### src/rtl/cfu_pkg.sv
package cfu_pkg;
  typedef struct packed {
    logic s;
    logic n;
    logic k;
    logic v;
  } flags_t;

  localparam int PAIR_CNT = 2;
  localparam int MOD_W    = 4;
endpackage

### src/rtl/cfu_pair_test.sv
module cfu_pair_test #(
  parameter int MOD_W = 4
) (
  input  logic [MOD_W-1:0] mod_i,
  input  logic             hi_i,
  input  logic             lo_i,
  output logic             hit_o
);
  logic [MOD_W-1:0] term;

  generate
    for (genvar i = 0; i < MOD_W; i++) begin : g_term
      assign term[i] = mod_i[i] & ({hi_i, lo_i} == 2'(i));
    end
  endgenerate

  assign hit_o = |term;
endmodule

### src/rtl/cfu_cond.sv
module cfu_cond
  import cfu_pkg::*;
(
  input  flags_t           flags_i,
  input  logic [MOD_W-1:0] mod_i,
  input  logic             op_i,
  input  logic             cond_i,
  output logic             change_o
);
  logic [PAIR_CNT-1:0] hi;
  logic [PAIR_CNT-1:0] lo;
  logic [PAIR_CNT-1:0] hit;

  assign hi = {flags_i.k, flags_i.s};
  assign lo = {flags_i.v, flags_i.n};

  generate
    for (genvar p = 0; p < PAIR_CNT; p++) begin : g_pair
      cfu_pair_test #(.MOD_W(MOD_W)) u_test (
        .mod_i (mod_i),
        .hi_i  (hi[p]),
        .lo_i  (lo[p]),
        .hit_o (hit[p])
      );
    end
  endgenerate

  assign change_o = !cond_i | (hit[0] & !op_i) | (hit[1] & op_i);
endmodule

### src/rtl/cfu_flag_next.sv
module cfu_flag_next
  import cfu_pkg::*;
#(
  parameter int DATA_W = 16
) (
  input  flags_t            cur_i,
  input  logic [DATA_W+1:0] result_i,
  input  logic [MOD_W-1:0]  mod_i,
  input  logic              op_i,
  input  logic              cond_i,
  input  logic              jump_i,
  input  logic              ind_i,
  input  logic              run_i,
  output flags_t            nxt_o
);
  localparam int CARRY_BIT = DATA_W;
  localparam int OVF_BIT   = DATA_W + 1;

  logic   hold;
  logic   chain;
  logic   any_one;
  flags_t upd;

  assign hold    = cond_i | jump_i | ind_i;
  assign chain   = op_i & mod_i[3] & !mod_i[2] & mod_i[0];
  assign any_one = |result_i[DATA_W-1:0];

  always_comb begin
    upd   = cur_i;
    upd.s = hold ? cur_i.s : result_i[DATA_W-1];
    upd.n = hold ? cur_i.n : (any_one | (chain & (cur_i.n | cur_i.s)));
    if (!hold && op_i) begin
      upd.k = result_i[CARRY_BIT];
      upd.v = result_i[OVF_BIT];
    end
  end

  assign nxt_o = run_i ? upd : flags_t'('0);
endmodule

### src/rtl/cond_flag_unit.sv
module cond_flag_unit
  import cfu_pkg::*;
#(
  parameter int DATA_W = 16
) (
  input  logic              clk,
  input  logic              run_i,
  input  logic              op_i,
  input  logic [3:0]        mod_i,
  input  logic              cond_i,
  input  logic              jump_i,
  input  logic              ind_i,
  input  logic [DATA_W+1:0] result_i,
  output logic              change_o,
  output logic [3:0]        flags_o
);
  flags_t flag_q;
  flags_t flag_d;
  logic   primed_q = 1'b0;

  cfu_cond u_cond (
    .flags_i  (flag_q),
    .mod_i    (mod_i),
    .op_i     (op_i),
    .cond_i   (cond_i),
    .change_o (change_o)
  );

  cfu_flag_next #(.DATA_W(DATA_W)) u_next (
    .cur_i    (flag_q),
    .result_i (result_i),
    .mod_i    (mod_i),
    .op_i     (op_i),
    .cond_i   (cond_i),
    .jump_i   (jump_i),
    .ind_i    (ind_i),
    .run_i    (run_i),
    .nxt_o    (flag_d)
  );

  always_ff @(posedge clk) begin
    flag_q <= flag_d;
    if (!run_i) primed_q <= 1'b1;
  end

  assign flags_o = flag_q;


  unconditional_change_chk: assert property (@(posedge clk) disable iff (!primed_q)
    !cond_i |-> change_o);


  sn_hold_chk: assert property (@(posedge clk) disable iff (!primed_q)
    (run_i && (cond_i || jump_i || ind_i)) |=> $stable(flags_o[3:2]));


  kv_hold_chk: assert property (@(posedge clk) disable iff (!primed_q)
    (run_i && (!op_i || cond_i || jump_i || ind_i)) |=> $stable(flags_o[1:0]));


  chain_nonzero_chk: assert property (@(posedge clk) disable iff (!primed_q)
    (run_i && !cond_i && !jump_i && !ind_i && op_i && mod_i[3] && !mod_i[2]
     && mod_i[0] && (flags_o[3] || flags_o[2])) |=> flags_o[2]);


  run_clear_chk: assert property (@(posedge clk)
    !run_i |=> (flags_o == 4'b0000));
endmodule

### config.mk
export PLATFORM = sky130hd
export DESIGN_NAME = cond_flag_unit
export DESIGN_NICKNAME = d
export VERILOG_FILES = /design/src/rtl/cfu_pkg.sv /design/src/rtl/cfu_pair_test.sv /design/src/rtl/cfu_cond.sv /design/src/rtl/cfu_flag_next.sv /design/src/rtl/cond_flag_unit.sv
export SDC_FILE = /design/constraint.sdc
export NUM_CORES = 1
export LEC_CHECK = 0
export ABC_AREA = 1
export BUFFER_PORTS_ARGS = -buffer_cell sky130_fd_sc_hd__buf_2
export CAP_MARGIN = 30
export CORE_AREA = 2 2 39 41
export DETAILED_ROUTE_END_ITERATION = 6
export DIE_AREA = 0 0 41 43
export MAX_ROUTING_LAYER = met4
export PLACE_DENSITY = 0.66
export SYNTH_ARGS = -nofsm -noshare
export SYNTH_HDL_FRONTEND = slang
export SYNTH_SLANG_ARGS = --single-unit
### constraint.sdc
create_clock -name clk -period 0.9 [get_ports clk]
set_input_delay 0.18 -clock clk [delete_from_list [all_inputs] [get_ports clk]]
set_output_delay 0.18 -clock clk [all_outputs]
set_load 0.005 [all_outputs]
== Word-level counts from Yosys, hierarchy flattened ==
Index checks and enable logic that the tools add are counted.

* Bitwise gates (word level): 20
* Reduce and logical (&&, ||, !) cells: 10
* Equality and inequality tests: 6

{| class="wikitable"
|+ Operator list
! cell !! number
|-
| 16-bit OR reduction || 1
|-
| 1-bit bitwise AND || 14
|-
| 2-bit == test, second input constant || 4
|-
| 4-bit OR reduction || 2
|-
| 1-bit OR || 6
|-
| 2-bit by 1-bit == test with 1-bit output, second input constant || 2
|-
| 1-bit logical NOT || 4
|-
| 2-bit logical NOT || 2
|-
| 1-bit logical AND || 1
|}

* Bits of input ports: 28
* Logic and storage cells: 40
* Output and inout port bits: 5
* Bits in registers: 4

== Logic depth before layout (Yosys ltp) ==
Gate-level depths: netlist (run 1).

* Word-level depth: 6
* Mapped depth: 6
* Depth with buffers taken out: 6

== Modules after synthesis ==
From an unflattened synthesis (run 1), not the netlist that was laid out.

* Cell total of the unflattened synthesis: 75
* Area, all modules: 377.9 µm²

{| class="wikitable"
|+ Modules (own cells, without submodules)
! module !! times used !! area each (µm²) !! sequential area each (µm²) !! cells each
|-
| cfu_flag_next || 1 || 171.4 || 0.0 || 41
|-
| cfu_pair_test || 2 || 51.3 || 0.0 || 13
|-
| cond_flag_unit || 1 || 80.1 || 80.1 || 4
|-
| cfu_cond || 1 || 23.8 || 0.0 || 4
|}

== Worst setup path after synthesis (run 1) ==
No wires, ideal clock.

* Path type: reg2out
* From: register flag_q, in the netlist flags_o[2]
* To: output port change_o
* Path buffers: 0
* Data required time: 0.720 ns
* Path slack: 0.039 ns
* Cell stages (with the launch flop): 6
* Arrival time: 0.681 ns
* Path through: dfxtp_1 > inv_1 > nand2_1 > nand3_1 > nand3_1 > nand3_1

* Word-level cells in the longest chain between the ends: 6
* Elaborated cells between the ends (all ways): 12
* Classes of those cells: eq/ne (3); bitwise (7); reduce/logical (2)

{| class="wikitable"
|+ RTL lines
! element !! RTL line !! source
|-
| start: declaration || cond_flag_unit.sv:17 || <nowiki>flags_t flag_q;</nowiki>
|-
| start signal: assignment || cond_flag_unit.sv:42 || <nowiki>flag_q <= flag_d;</nowiki>
|-
| 2-bit by 1-bit == test with 1-bit output (tied with other cells) || cfu_pair_test.sv:13 || <nowiki>assign term[i] = mod_i[i] & ({hi_i, lo_i} == 2'(i));</nowiki>
|-
| 1-bit bitwise AND || cfu_pair_test.sv:13 ||
|-
| 4-bit OR reduction * || cfu_pair_test.sv:17 || <nowiki>assign hit_o = |term;</nowiki>
|-
| 1-bit bitwise AND * || cfu_cond.sv:28 || <nowiki>assign change_o = !cond_i | (hit[0] & !op_i) | (hit[1] & op_i);</nowiki>
|-
| 1-bit OR * (2 in series) || cfu_cond.sv:28 ||
|-
| end: declaration || cond_flag_unit.sv:14 || <nowiki>output logic change_o,</nowiki>
|}

Every way passes the cells marked *; elsewhere a longest branch is shown, timed or not.

== Worst setup path after layout (run 1) ==
* From: register flag_q, in the netlist flags_o[0]
* To: output port change_o

* Word-level cells in the longest chain between the ends: 5
* Elaborated cells between the ends (all ways): 11
* Classes of those cells: eq/ne (3); bitwise (6); reduce/logical (2)

{| class="wikitable"
|+ RTL lines
! element !! RTL line
|-
| 2-bit by 1-bit == test with 1-bit output (tied with other cells) || cfu_pair_test.sv:13
|-
| 1-bit bitwise AND || cfu_pair_test.sv:13
|-
| 4-bit OR reduction * || cfu_pair_test.sv:17
|-
| 1-bit bitwise AND * || cfu_cond.sv:28
|-
| 1-bit OR * || cfu_cond.sv:28
|}

Marked as above.

==> results of run 1 <==
worst max-delay path, cell delays in order, from the launching register on:
cell	delay (ns)
dfxtp_4	0.36
inv_2	0.04
nand2_1	0.07
nand3_2	0.07
nand3_2	0.07
nand3_2	0.06
buf_2	0.12
final cells by class:
class,instances,area (um2)
clock buffer,3,22.52
fill,135,733.2
sequential,4,90.09
inverter,6,25.02
tap,16,20.02
multi-input combinational,50,250.2
timing repair buffer,39,242.7
where the power goes:
group	internal, mW	switching (mW)
combinational	0.105	0.0810
clock	0.149	0.0751
sequential	0.184	0.0104
total	0.439	0.167
per-layer routing:
metal / GRT usage / wire [um]
met2: 0.2250 / 525
met4: 0.1400 / 34
met5: - / 0
met1: 0.1314 / 417
met3: 0.03141 / 112
logic make-up (layout without fill, tap and decap cells):
group           count (synthesis)  count (layout)  share of synthesized area
compound gates                  6               6                    0.08665
buf+inv                        10              48                     0.1516
flops                           4               4                     0.2311
simple gates                   44              44                     0.5307
worst max path at each step:
| stage | from | endpoint | slack (ns) | cells after the start |
|---|---|---|---|---|
| floorplan | flags_o[2] | change_o | 0.04 | 5 |
| global placement | flags_o[2] | change_o | -0.09 | 6 |
| detailed placement | flags_o[2] | change_o | -0.13 | 6 |
| CTS | flags_o[2] | change_o | -0.31 | 6 |
| global route | flags_o[2] | change_o | -0.35 | 6 |
| finish | flags_o[0] | change_o | -0.30 | 6 |
per-stage QoR:
stage / TNS, ns / setup slack, ns / hold slack (ns) / std cells / util
after floorplan: 0 / 0.03945 / 0.3149 / 64 / -
after global placement: -0.09353 / -0.09353 / 0.4102 / 113 / 0.3861
after detailed placement: -0.1350 / -0.1350 / 0.4076 / 113 / 0.3861
after CTS: -0.5143 / -0.3094 / 0.1646 / 116 / 0.4286
after global routing: -0.7097 / -0.3531 / 0.1837 / 118 / 0.4702
final: -0.5363 / -0.2994 / 0.1709 / 118 / 0.4702
placed cells by master (no fill, tap or decap):
cell / count
inv_2: 3
buf_2: 29
a21oi_2: 1
nand3b_1: 1
a21oi_1: 1
inv_1: 2
inv_4: 1
nor2_1: 17
nand2_2: 2
buf_6: 6
dfxtp_2: 2
o21ai_1: 1
buf_4: 4
nand3_2: 6
nand2_1: 16
clkbuf_4: 3
o21ai_0: 3
nor2_2: 2
dfxtp_4: 2
what timing repair did:
action	CTS	global route
hold buffers	0	0
buffers inserted	1	2
pin swaps	0	4
endpoints found under the setup margin	4	5
gates cloned	0	0
resized for setup	11	13
==> flow_summary.json, run 1 <==
{
  "yosys_warnings": 0,
  "startpoint_type": "flip-flop",
  "grt_pass1_vias": 468,
  "hold_viol": 0,
  "synth_cells": 64,
  "avgViaCountPerCell": 4.415,
  "syn_area_per_cell_um2": 5.415,
  "relSlewSlack": 0.9019,
  "grt_pass1_wl_um": 1587,
  "synth_edf_count": 0,
  "largest_register_ff_count": 4,
  "synth-async-reset-ratio": 0,
  "ys_dominant_reg_cell": "dfxtp_1",
  "ios": 33,
  "min_path_cells": 3,
  "hold_class": "input port to flip-flop",
  "synth_area_um2": 346.6,
  "worstMarginPinSlew_ns": 0.1457,
  "grt_max_degree": 6,
  "h-tree-depth": 1,
  "cts.sinks": 4,
  "diodes": 0,
  "reg2reg_from": "flags_o[2]",
  "worstPathMaxFanout": 4,
  "clk_root_buffer_cell": "clkbuf_4",
  "initial_utilization": 0.2505,
  "ys_types": 12,
  "dr.first_iter.drc_count": 6,
  "ys_seq_area_frac": 0.2310,
  "cp-end-kind": "output port",
  "core_um2": 1384,
  "hp-start": "result_i[16]",
  "die_h_um": 43,
  "period_share": 1.333,
  "r2r_slack_ns": -0.01,
  "yosysTopAreaCellShare": 0.2310,
  "failed_checks": "setup timing",
  "wire_per_inst_um": 9.237,
  "final_area_um2": 650.6,
  "crit_type": "flip-flop to output port",
  "vias": 521,
  "rsz0062_at_grt": "true",
  "drc": 0,
  "drv_cap": 0,
  "synth_common_cells": "nand2_1 (17), nor2_1 (17), nand3_1 (6)",
  "synth-seq-cells": 4,
  "clkTransAtPathRegs_ns": 0.03,
  "die-width_um": 41,
  "fin_crit_ns": 1.199,
  "grt-ovfl-total": 0,
  "totalWireLength_um": 1090,
  "r2r-end": "flags_o[2]",
  "p_leak_nw": 0.3414,
  "required_ns": 0.72,
  "arrival_ns": 1.02,
  "placed_cell_area_um2": 534.3,
  "antenna_found_initial": 0,
  "area_delta_synth_final_pct": 87.73,
  "die_area_um2": 1763,
  "clock_latency_ns": 0.24,
  "drive_gt1_frac": 0.5980,
  "io_buffers": 32,
  "power.total_mw": 0.6052,
  "synth_top_area_cell": "dfxtp_1",
  "synth_nets": 92,
  "clk_path_buf_depth": 2,
  "power_density_nw_per_um2": 930.2,
  "rows": 14,
  "rr_worst_depth": 7,
  "ir_worst_vdd_uv": 402.0,
  "firstDrtPassIters": 4,
  "skew_ns": 0.00002562,
  "ant_nets": 0,
  "layout_setup_ws_ns": -0.2994,
  "slew_viol_final": 0,
  "cts_tree": "done",
  "max_freq_ghz": 0.8337,
  "setup_viol": 5,
  "layout.nets": 132,
  "grt_use_total": 0.1439,
  "hold_path_end": "flags_o[1]",
  "yosys-top-cells-area": "dfxtp_1 (23%), nand2_1 (18%), nor2_1 (18%)",
  "numCtsBuffers": 3,
  "status": "finished, violations left",
  "hpwl_um": 870.6,
  "place_congestion": 0.7902
}
Note: power is estimated with default switching activity, not from simulation.
==> run 2: changes to the inputs <==
PLACE_DENSITY = not set   (was 0.66)
PLACE_DENSITY_LB_ADDON = 0.3   (was not set)
==> run 2 against run 1 <==
Compared with the run above:
- the run still ends with setup timing left
- total power fell by 8.9%
- sequential share of layout area increased by 2.6 points
- die area did not move
- final cell count shrank 4.2%
- via count is 6.1% lower
- count of clock-buffer cells in the layout unchanged
- utilization down 6.3 points
- non-clock buffer count shrank 5
- wire length shrank 14%
- largest cell class unchanged
- largest power group unchanged
==> flow_summary.json, run 2 (synthesis gave the netlist of run 1 again) <==
{
  "crit_path_end": "change_o",
  "hpwl_um": 782.1,
  "hold_viol": 0,
  "drc": 0,
  "period_share": 1.306,
  "fin_crit_ns": 1.176,
  "io_buffers": 32,
  "r2r-end": "flags_o[2]",
  "clock_latency_ns": 0.23,
  "core_um2": 1384,
  "rsz0062_at_grt": "true",
  "pwr-share-seq": 0.347,
  "drv_cap": 0,
  "die_h_um": 43,
  "p_comb_frac": 0.269,
  "place_congestion": 0.5958,
  "fin_cells": 113,
  "die_area_um2": 1763,
  "layout.nets": 127,
  "rr_worst_depth": 6,
  "arrival_ns": 1.00,
  "drive_gt1_frac": 0.5155,
  "cts_setup_buffers": 0,
  "slew_viol_final": 0,
  "p_leak_nw": 0.3017,
  "finalSetupTns_ns": -0.3678,
  "failed_checks": "setup timing",
  "vias": 489,
  "multi_input_area_um2": 217.7,
  "crit_path_start": "flags_o[0]",
  "fin_hold_ws_ns": 0.1725,
  "antenna_found_initial": 0,
  "rows": 14,
  "cts.sinks": 4,
  "clk_root_buffer_cell": "clkbuf_4",
  "required_ns": 0.72,
  "r2r_slack_ns": 0.10,
  "dr.first_iter.drc_count": 3,
  "numCtsBuffers": 3,
  "startpoint_type": "flip-flop",
  "grt-ovfl-total": 0,
  "layout_setup_ws_ns": -0.2756,
  "reg2reg_from": "flags_o[2]",
  "area.sequential_um2": 92.59,
  "skew_ns": 0.00003153,
  "hold_buffers": 0,
  "clkTransAtPathRegs_ns": 0.03,
  "worstPathMaxFanout": 4,
  "dpl.cell_count": 110,
  "p_clk_frac": 0.384,
  "initial_utilization": 0.2505,
  "ant_nets": 0,
  "worstMarginPinSlew_ns": 0.1467,
  "grt_pass1_vias": 424,
  "p_sw_frac": 0.2505,
  "power_density_nw_per_um2": 979.7,
  "power.total_mw": 0.5516,
  "cp-end-kind": "output port",
  "preCtsSetupSlack_ns": -0.1211,
  "internal-power_mw": 0.4134,
  "wire_per_inst_um": 8.265,
  "ir_worst_vdd_uv": 363.8,
  "grt_max_degree": 6,
  "largest_register_ff_count": 4,
  "setup_viol": 2,
  "diodes": 0,
  "area_delta_synth_final_pct": 62.46,
  "p_sw_mw": 0.1382,
  "max_freq_ghz": 0.8506,
  "status": "finished, violations left",
  "cts_tree": "done",
  "ios": 33,
  "h-tree-depth": 1,
  "grt_pass1_wl_um": 1352,
  "mostFrequentLayoutCell": "buf_2",
  "crit_type": "flip-flop to output port",
  "fillers": 158,
  "avgViaCountPerCell": 4.327,
  "totalWireLength_um": 934,
  "hold_class": "input port to flip-flop",
  "relSlewSlack": 0.9012,
  "grt_use_total": 0.1245,
  "clk_path_buf_depth": 2,
  "die-width_um": 41,
  "firstDrtPassIters": 2,
  "mostFrequentLayoutCells": "buf_2 (30), nand2_1 (17), nor2_1 (17)"
}
-- run 2: cell type report --
class,count,share of cell area
multi-input cells,50,0.3867
repair buffers,34,0.3333
flip-flops and latches,4,0.1644
clock buffers,3,0.04000
inverters,6,0.04000
well taps,16,0.03556
-- run 2: power by group through the flow --
| stage | clock network, mW | registers (mW) | logic [mW] |
|---|---|---|---|
| global placement | 0 | 0.195 | 0.142 |
| CTS | 0.229 | 0.195 | 0.146 |
| detailed placement | 0 | 0.196 | 0.143 |
| finish | 0.212 | 0.191 | 0.148 |
| global route | 0.245 | 0.192 | 0.168 |
| floorplan | 0 | 0.195 | 0.0660 |
-- run 2: per-layer routing --
layer / up-vias / global-route usage / part of all wire
li1: 269 / - / -
met1: 194 / 0.09646 / 0.39
met2: 24 / 0.2000 / 0.50
met3: 2 / 0.04712 / 0.091
met4: 0 / 0.1200 / 0.015
met5: - / - / 0
-- run 2: through the flow --
step	instance area, um2	util
global route	563.0	0.4069
floorplan	346.6	-
CTS	541.8	0.3915
finish	563.0	0.4069
detailed placement	511.7	0.3698
global placement	511.7	0.3698
-- run 2: how the worst min path moves through the flow --
stage | slack (ns) | cells past startpoint | start | endpoint
4_1_cts | 0.16 | 3 | result_i[17] | flags_o[0]
6_report | 0.17 | 3 | result_i[17] | flags_o[0]
3_5_place_dp | 0.41 | 3 | result_i[17] | flags_o[0]
3_3_place_gp | 0.40 | 3 | result_i[17] | flags_o[0]
2_1_floorplan | 0.31 | 2 | result_i[17] | flags_o[0]
5_1_grt | 0.17 | 3 | result_i[17] | flags_o[0]
-- run 2: worst max-delay path, stage by stage (launching register included) --
cell     delay [ns]
dfxtp_4        0.35
inv_2          0.04
nand2_1        0.05
nand3_1        0.06
nand3_1        0.09
nand3_1        0.06
buf_2          0.12
-- run 2: timing repair --
item                                    in CTS  in global routing
resized for setup                            6                  7
pin swaps                                    2                  2
endpoints found under the setup margin       4                  5
gates cloned                                 0                  0
